File: config.mk
export PLATFORM = sky130hd
export DESIGN_NAME = sfc_exit_frame_ctrl
export DESIGN_NICKNAME = d
export VERILOG_FILES = /design/src/rtl/sfc_pkg.sv /design/src/rtl/sfc_frame_addr.sv /design/src/rtl/sfc_event_decode.sv /design/src/rtl/sfc_thread_state.sv /design/src/rtl/sfc_exit_frame_ctrl.sv
export SDC_FILE = /design/constraint.sdc
export NUM_CORES = 1
export LEC_CHECK = 0
export BUFFER_PORTS_ARGS = -buffer_cell sky130_fd_sc_hd__buf_2
export CORE_MARGIN = 10
export CORE_UTILIZATION = 48
export CTS_BUF_LIST = sky130_fd_sc_hd__clkbuf_16
export DETAILED_ROUTE_END_ITERATION = 8
export PLACE_DENSITY = 0.8
export REMOVE_ABC_BUFFERS = 1
export SLEW_MARGIN = 0
export SYNTH_ARGS = -nofsm -noshare
export SYNTH_HDL_FRONTEND = slang
export SYNTH_HIERARCHICAL = 1
export SYNTH_SLANG_ARGS = --single-unit
File: constraint.sdc
create_clock -name clk -period 3.65 [get_ports clk]
set_input_delay 0.365 -clock clk [delete_from_list [all_inputs] [get_ports clk]]
set_output_delay 0.365 -clock clk [all_outputs]
set_load 0.005 [all_outputs]
File: src/rtl/sfc_pkg.sv
// Shared encodings for the save-frame controller.
// Assumes two-bit command and frame-operation fields on the ports.
package sfc_pkg;

    typedef enum logic [1:0] {
        OP_ENTER  = 2'd0,
        OP_RESUME = 2'd1,
        OP_EXIT   = 2'd2,
        OP_ASYNC  = 2'd3
    } op_e;

    typedef enum logic [1:0] {
        FOP_NONE = 2'd0,
        FOP_SAVE = 2'd1,
        FOP_LOAD = 2'd2
    } fop_e;

endpackage

File: src/rtl/sfc_frame_addr.sv
// Save-frame address generator: base + index * FRAME_BYTES.
// A power-of-two frame size becomes a shift; any other size uses a multiplier.
// Assumes the product fits in ADDR_W bits.
module sfc_frame_addr #(
    parameter int ADDR_W      = 48,
    parameter int IDX_W       = 4,
    parameter int FRAME_BYTES = 4096
) (
    input  logic [ADDR_W-1:0] base,
    input  logic [IDX_W-1:0]  index,
    output logic [ADDR_W-1:0] addr
);
    localparam int FRAME_LOG = $clog2(FRAME_BYTES);
    localparam bit IS_POW2   = ((1 << FRAME_LOG) == FRAME_BYTES);

    logic [ADDR_W-1:0] offset;

    generate
        if (IS_POW2) begin : g_shift
            // Offset by shifting the index into the frame-size bit position
            assign offset = ADDR_W'(index) << FRAME_LOG;
        end else begin : g_mult
            // Offset by a full multiply for frame sizes that are not powers of two
            assign offset = ADDR_W'(index) * ADDR_W'(FRAME_BYTES);
        end
    endgenerate

    // Final address is the array base plus the frame offset
    assign addr = base + offset;
endmodule

File: src/rtl/sfc_event_decode.sv
// Event legality and next-state decision for one thread control structure.
// Purely combinational. Assumes cfg count is stable while the structure is busy.
module sfc_event_decode #(
    parameter int IDX_W = 4
) (
    input  logic             valid,
    input  sfc_pkg::op_e     op,
    input  logic             busy,
    input  logic [IDX_W-1:0] index,
    input  logic [IDX_W-1:0] count,
    output logic             accept,
    output logic             busy_nx,
    output logic [IDX_W-1:0] index_nx,
    output sfc_pkg::fop_e    fop,
    output logic             sel_prev,
    output logic             rec_ptr
);
    import sfc_pkg::*;

    logic legal;

    // Legality of the requested event against the current structure state
    always_comb begin
        unique case (op)
            OP_ENTER:  legal = !busy && (index < count);
            OP_RESUME: legal = !busy && (index != '0);
            OP_EXIT:   legal = busy;
            default:   legal = busy;
        endcase
    end

    assign accept = valid && legal;

    // Next-state values and side effects for an accepted event
    always_comb begin
        busy_nx  = busy;
        index_nx = index;
        fop      = FOP_NONE;
        sel_prev = 1'b0;
        rec_ptr  = 1'b0;
        if (accept) begin
            unique case (op)
                OP_ENTER: begin
                    busy_nx = 1'b1;
                    rec_ptr = 1'b1;
                end
                OP_RESUME: begin
                    busy_nx  = 1'b1;
                    index_nx = index - IDX_W'(1);
                    fop      = FOP_LOAD;
                    sel_prev = 1'b1;
                    rec_ptr  = 1'b1;
                end
                OP_EXIT: begin
                    busy_nx = 1'b0;
                end
                default: begin
                    busy_nx  = 1'b0;
                    index_nx = index + IDX_W'(1);
                    fop      = FOP_SAVE;
                end
            endcase
        end
    end
endmodule

File: src/rtl/sfc_thread_state.sv
// Per-structure state: busy flag, save-frame index and recorded exit vector.
// Synchronous active-low reset; updates only on accepted events.
module sfc_thread_state #(
    parameter int ADDR_W = 48,
    parameter int IDX_W  = 4
) (
    input  logic              clk,
    input  logic              rst_n,
    input  logic              accept,
    input  logic              busy_nx,
    input  logic [IDX_W-1:0]  index_nx,
    input  logic              rec_ptr,
    input  logic [ADDR_W-1:0] new_ptr,
    output logic              busy,
    output logic [IDX_W-1:0]  index,
    output logic [ADDR_W-1:0] exit_ptr
);
    // Busy flag and index follow the decoder on accepted events
    always_ff @(posedge clk) begin
        if (!rst_n) begin
            busy  <= 1'b0;
            index <= '0;
        end else if (accept) begin
            busy  <= busy_nx;
            index <= index_nx;
        end
    end

    // Exit vector captured on accepted enter or resume
    always_ff @(posedge clk) begin
        if (!rst_n) begin
            exit_ptr <= '0;
        end else if (accept && rec_ptr) begin
            exit_ptr <= new_ptr;
        end
    end
endmodule

File: src/rtl/sfc_exit_frame_ctrl.sv
// Top: nested save-frame controller for one enclave thread control structure.
// One command per cycle in, one registered response per command out, one cycle later.
// Assumes cfg inputs are stable while busy or while frames are in use.
module sfc_exit_frame_ctrl #(
    parameter int ADDR_W      = 48,
    parameter int IDX_W       = 4,
    parameter int FRAME_BYTES = 4096
) (
    input  logic              clk,
    input  logic              rst_n,
    input  logic [ADDR_W-1:0] cfg_frame_base,
    input  logic [IDX_W-1:0]  cfg_frame_count,
    input  logic [ADDR_W-1:0] cfg_entry_ip,
    input  logic              cmd_valid,
    input  logic [1:0]        cmd_op,
    input  logic [ADDR_W-1:0] cmd_arg,
    input  logic [ADDR_W-1:0] cmd_exit_ptr,
    output logic              rsp_valid,
    output logic              rsp_ok,
    output logic [1:0]        rsp_frame_op,
    output logic [ADDR_W-1:0] rsp_frame_addr,
    output logic [ADDR_W-1:0] rsp_next_ip,
    output logic [ADDR_W-1:0] rsp_link,
    output logic              busy,
    output logic [IDX_W-1:0]  frame_index
);
    import sfc_pkg::*;

    op_e               op;
    logic              accept;
    logic              busy_nx;
    logic [IDX_W-1:0]  index_nx;
    fop_e              fop;
    logic              sel_prev;
    logic              rec_ptr;
    logic [ADDR_W-1:0] exit_ptr;
    logic [IDX_W-1:0]  addr_index;
    logic [ADDR_W-1:0] frame_addr;
    logic [ADDR_W-1:0] next_ip;
    logic [ADDR_W-1:0] link;

    assign op = op_e'(cmd_op);

    sfc_event_decode #(.IDX_W(IDX_W)) u_decode (
        .valid    (cmd_valid),
        .op       (op),
        .busy     (busy),
        .index    (frame_index),
        .count    (cfg_frame_count),
        .accept   (accept),
        .busy_nx  (busy_nx),
        .index_nx (index_nx),
        .fop      (fop),
        .sel_prev (sel_prev),
        .rec_ptr  (rec_ptr)
    );

    sfc_thread_state #(.ADDR_W(ADDR_W), .IDX_W(IDX_W)) u_state (
        .clk      (clk),
        .rst_n    (rst_n),
        .accept   (accept),
        .busy_nx  (busy_nx),
        .index_nx (index_nx),
        .rec_ptr  (rec_ptr),
        .new_ptr  (cmd_exit_ptr),
        .busy     (busy),
        .index    (frame_index),
        .exit_ptr (exit_ptr)
    );

    // Resume reads the frame below the current index; a save uses the current one
    assign addr_index = sel_prev ? (frame_index - IDX_W'(1)) : frame_index;

    sfc_frame_addr #(.ADDR_W(ADDR_W), .IDX_W(IDX_W), .FRAME_BYTES(FRAME_BYTES)) u_addr (
        .base  (cfg_frame_base),
        .index (addr_index),
        .addr  (frame_addr)
    );

    // Next instruction pointer and link value for an accepted event
    always_comb begin
        next_ip = '0;
        link    = '0;
        if (accept) begin
            unique case (op)
                OP_ENTER: begin
                    next_ip = cfg_entry_ip;
                    link    = cmd_arg;
                end
                OP_EXIT:  next_ip = cmd_arg;
                OP_ASYNC: next_ip = exit_ptr;
                default:  next_ip = '0;
            endcase
        end
    end

    // Registered response, one per command
    always_ff @(posedge clk) begin
        if (!rst_n) begin
            rsp_valid      <= 1'b0;
            rsp_ok         <= 1'b0;
            rsp_frame_op   <= FOP_NONE;
            rsp_frame_addr <= '0;
            rsp_next_ip    <= '0;
            rsp_link       <= '0;
        end else begin
            rsp_valid      <= cmd_valid;
            rsp_ok         <= accept;
            rsp_frame_op   <= fop;
            rsp_frame_addr <= (fop != FOP_NONE) ? frame_addr : '0;
            rsp_next_ip    <= next_ip;
            rsp_link       <= link;
        end
    end
endmodule

Word-level counts from Yosys, hierarchy flattened. Cells that the tools add are included. Widths: inputs -> output; s select.

Add/subtract/negate cells: 3. Magnitude comparators: 1. Eq/ne operators: 3. Multiplexer cells: 10. Bitwise operators: 1. Reductions and logical operators: 14.

Operators by type and width (count): $pmux 48 s3 (1); $add 48x16->48 (1); $pmux 4 s2 (1); $reduce_and 2->1 (3); $add 4x1->4 const B (1); $eq 2x2->1 const B (2); $logic_and 1x1->1 (4); $lt 4x4->1 (1); $mux 1 (4); $mux 4 (1); $pmux 2 s2 (1); $reduce_bool 4->1 (1); $reduce_or 2->1 (2); $sub 4x1->4 const B (1); $reduce_and 3->1 (1); $eq 2x1->1 const B (1); $logic_not 2->1 (1); $mux 2 (1); $pmux 1 s2 (1); $reduce_bool 2->1 (1); $logic_not 1->1 (1); $not 1->1 (1).

Flip-flop bits (word level): 201. Output and inout port bits: 153. Logic and storage cells: 41.

Depth between registers and ports, before layout.
Word-level depth: 7. Mapped depth: 12. Depth with buffers taken out: 11.

Cells and area by module. The synthesis kept the hierarchy.

Modules (own cells, without submodules): sfc_exit_frame_ctrl (times used 1, cells each 488, area each 5180.0 µm²); sfc_thread_state (times used 1, cells each 235, area each 2104.5 µm²); sfc_frame_addr (times used 1, cells each 141, area each 973.4 µm²); sfc_event_decode (times used 1, cells each 50, area each 375.4 µm²).

Worst setup path after synthesis. OpenSTA, ideal clock, no wires.

Kind: reg2reg. Start: register u_state.index[0]. End: register rsp_frame_addr[47]. Setup time: 0.116 ns. Data arrival time: 3.113 ns. Data required time: 3.534 ns. Path slack: 0.420 ns. Cell stages (with the launch flop): 13. Path buffers: 2. Clock period less this slack: 3.230 ns. Cell sequence: dfxtp_1 -> nor3b_4 -> a2111oi_2 -> nor4b_1 -> xor2_1 -> ha_1 -> clkbuf_1 -> a21oi_1 -> o22ai_1 -> buf_2 -> nand4_1 -> xnor2_1 -> and2_2.

Longest elaborated chain between the ends: 7.

RTL lines: from (decl) (line sfc_thread_state.sv:15) `output logic [IDX_W-1:0] index,`; from (signal assigned) (line sfc_thread_state.sv:25) `index <= index_nx;`; $lt 4x4->1 / $reduce_bool 4->1 (equally long branches) (line sfc_event_decode.sv:25, sfc_event_decode.sv:26); $logic_and 1x1->1 (on tied branches) (line sfc_event_decode.sv:25, sfc_event_decode.sv:26); $pmux 1 s2 * (line sfc_event_decode.sv:24) `unique case (op)`; $logic_and 1x1->1 * (line sfc_event_decode.sv:32) `assign accept = valid && legal;`; $mux 1 * (line sfc_event_decode.sv:41) `if (accept) begin`; named net sel_prev (line sfc_exit_frame_ctrl.sv:34) `logic sel_prev;`; $mux 4 * (line sfc_exit_frame_ctrl.sv:72) `assign addr_index = sel_prev ? (frame_index - IDX_W'(1)) : frame_index;`; named net addr_index[3] (line sfc_exit_frame_ctrl.sv:37) `logic [IDX_W-1:0] addr_index;`; $add 48x16->48 * (line sfc_frame_addr.sv:29) `assign addr = base + offset;`; named net frame_addr[47] (line sfc_exit_frame_ctrl.sv:38) `logic [ADDR_W-1:0] frame_addr;`; to (signal assigned) (line sfc_exit_frame_ctrl.sv:110) `rsp_frame_addr <= (fop != FOP_NONE) ? frame_addr : '0;`; to (decl) (line sfc_exit_frame_ctrl.sv:21) `output logic [ADDR_W-1:0] rsp_frame_addr,`.

Mark *: on every way through the listed nets, which the timed path passes. The rest lies on a longest branch. A chain may end at the register's enable or synchronous reset.

Final worst setup path.
Start: register u_state.index[1]. End: register rsp_frame_addr[46].

The elaborated chain is that of the path after synthesis.

==> results_dict.tcl <==
set metrics [dict create \
    status "complete, no violations" \
    final_nets 1441 \
    setup_violations 0 \
    cts_setup_buffers 0 \
    wl_mm 27.7 \
    first_pass_iters 7 \
    cts_buffers 23 \
    synth_edf_count 0 \
    drt_iter0_drc 419 \
    start_util 0.494 \
    gp_congestion 0.881 \
    antenna_found_initial 4 \
    critPathCaptureType "flop" \
    crit_fanout 13 \
    dp_hpwl_mm 20.3 \
    ys_seq_area_frac 0.466 \
    hp-class "input port to flop" \
    avgRoutedWirePerCell_um 18.8 \
    syn_inst 914 \
    ys_warn_count 6 \
    clockBufferDepth 3 \
    mostFrequentLayoutCells "350 x buf_2, 201 x dfxtp_1, 80 x o21ai_0" \
    grt.overflow.total 0 \
    finalPower_uw 5040 \
    worstPathArrival_ns 3.71 \
    fin_skew_ns 0.0117 \
    synth.cell_area_mm2 0.00863 \
    synthFlopType "dfxtp_1" \
    syn_avg_cell_area_um2 9.45 \
    final_antenna_net_count 0 \
    hold_buffers 0 \
    place_ws_ns 0.301 \
    grt_max_degree 104 \
    rows 48 \
    drv_cap 0 \
    final_area_mm2 0.0112 \
    grt_pass1_vias 7592 \
    chipWidth_um 154 \
    vdd_drop_max_v 0.000329 \
    hold_slack_ns 0.0660 \
    hold_viol 0 \
    routed_via_density 5.18 \
    worstSkewPairLatency_ns 0.50 \
    cts_max_level 1 \
    route.detailed.drc 0 \
    io_pins 354 \
    utilization 0.638 \
    syn2layout_area_growth_pct 29.2 \
    worst_pin_slew_ns 1.02 \
    die-area_mm2 0.0237 \
    final_common_cell "buf_2" \
    finalCritPeriodShare 0.911 \
    clock_sinks 201 \
    ys_ff_latch 201 \
    core_mm2 0.0175 \
    worst_setup_path_start_kind "flop" \
    cellLeakagePower_uw 0.00529 \
    synth-async-reset-ratio 0 \
    vias 7628 \
    cts_tree "built" \
    synth.distinct_cells 51 \
    fin_ws_ns 0.324 \
    rsz0062_at_grt "no" \
    clock.fmax_mhz 301 \
    drv_slew 0 \
    grt_pass1_wl_mm 42.3 \
    die_y_um 154 \
    drive_gt1_frac 0.372 \
    clk_pin_slew_ns 0.06 \
    dpl_cell_area_mm2 0.0104 \
    required_ns 4.04 \
    cts-resized-gates 0 \
    fin_crit_ns 3.33 \
    power_density_mw_per_mm2 452 \
    fill_cells 1480 \
    grt_use_total 0.217 \
    io_buffer_count 353 \
    slew_headroom 0.318 \
    criticalPathCategory "flop to flop" \
    cts-root-buf "clkbuf_16" \
]
-- cell type report --
type / count / area, um^2 / share of cell area
repair buffers: 371 / 1920 / 0.172
flip-flops and latches: 201 / 4020 / 0.361
multi-input cells: 611 / 4070 / 0.365
diodes: 4 / 10.0 / 0.000897
clock buffers: 23 / 576 / 0.0516
inverters: 20 / 75.1 / 0.00673
well taps: 225 / 282 / 0.0252
clock inverters: 19 / 201 / 0.0181
-- kinds of logic after synthesis --
group	share of synthesized area
buffers and inverters	0.0654
AO/OA/AOI/OAI	0.117
multiplexers	0.0651
XOR/XNOR	0.0396
flip-flops	0.466
adder cells (fa/ha/maj)	0.0191
AND/OR/NAND/NOR	0.228
-- per-layer routing --
metal	vias up	global-route usage	part of all wire	wire length, um
li1	3749	-	-	-
met1	3544	0.253	0.40	11000
met2	290	0.383	0.51	14200
met3	45	0.0483	0.066	1820
met4	0	0.0738	0.026	723
met5	-	0	0	0
-- cell usage after synthesis, types with 8 or more instances --
cell      number  area (um^2)
buf_4         14          105
nand3_1        9         45.0
nand2_1       69          259
xnor2_1       31          272
nor2_1         8         30.0
buf_6         13          146
and2_1        78          488
xor2_1         8         70.1
and2_2        22          165
mux2i_1       55          551
buf_2         20          100
a21oi_1       53          265
nor2b_1       54          338
o21ai_2       20          175
dfxtp_1      201         4020
o21ai_0       80          400
clkbuf_1      30          113
nand4_1       67          419
ha_1          10          125
inv_1         20         75.1
-- critical path, cell delays in order (launching register included) --
cell	delay, ns
dfxtp_1	0.55
nor3b_4	0.10
a2111oi_2	0.51
buf_4	0.21
xor2_1	0.19
ha_1	0.24
inv_1	0.07
fa_1	0.40
nor2b_1	0.15
o31a_1	0.13
buf_4	0.20
nand4_1	0.14
xnor2_1	0.18
and2_1	0.14
-- report_power, final --
| part | internal (uW) | switching, uW |
|---|---|---|
| Sequential | 2230 | 12.1 |
| Clock | 1440 | 921 |
| Combinational | 198 | 244 |
| Total | 3860 | 1180 |
-- flip-flops by register name (all words and copies together), names as in the netlist --
signal and count:
rsp_frame_addr 48, rsp_link 48, rsp_next_ip 48, u_state/exit_ptr 48, u_state/index 4, rsp_frame_op 2, rsp_ok 1, rsp_valid 1
u_state/busy 1
-- stage by stage --
step	setup TNS, ns	cells
after floorplan	-285.80	832
after global placement	0	1428
after detailed placement	0	1428
after CTS	0	1470
after global routing	0	1474
final	0	1474
-- worst paths after layout --
kind,from,end,slack [ns],depth (start not counted)
worst max-delay path,u_state/index[1],rsp_frame_addr[46],0.32,13
worst min-delay path,cfg_frame_base[1],rsp_frame_addr[1],0.07,2
worst max register to register,u_state/index[1],rsp_frame_addr[46],0.32,13
worst min register to register,u_state/exit_ptr[6],u_state/exit_ptr[6],0.46,2
Note: power is estimated with default switching activity, not from simulation.
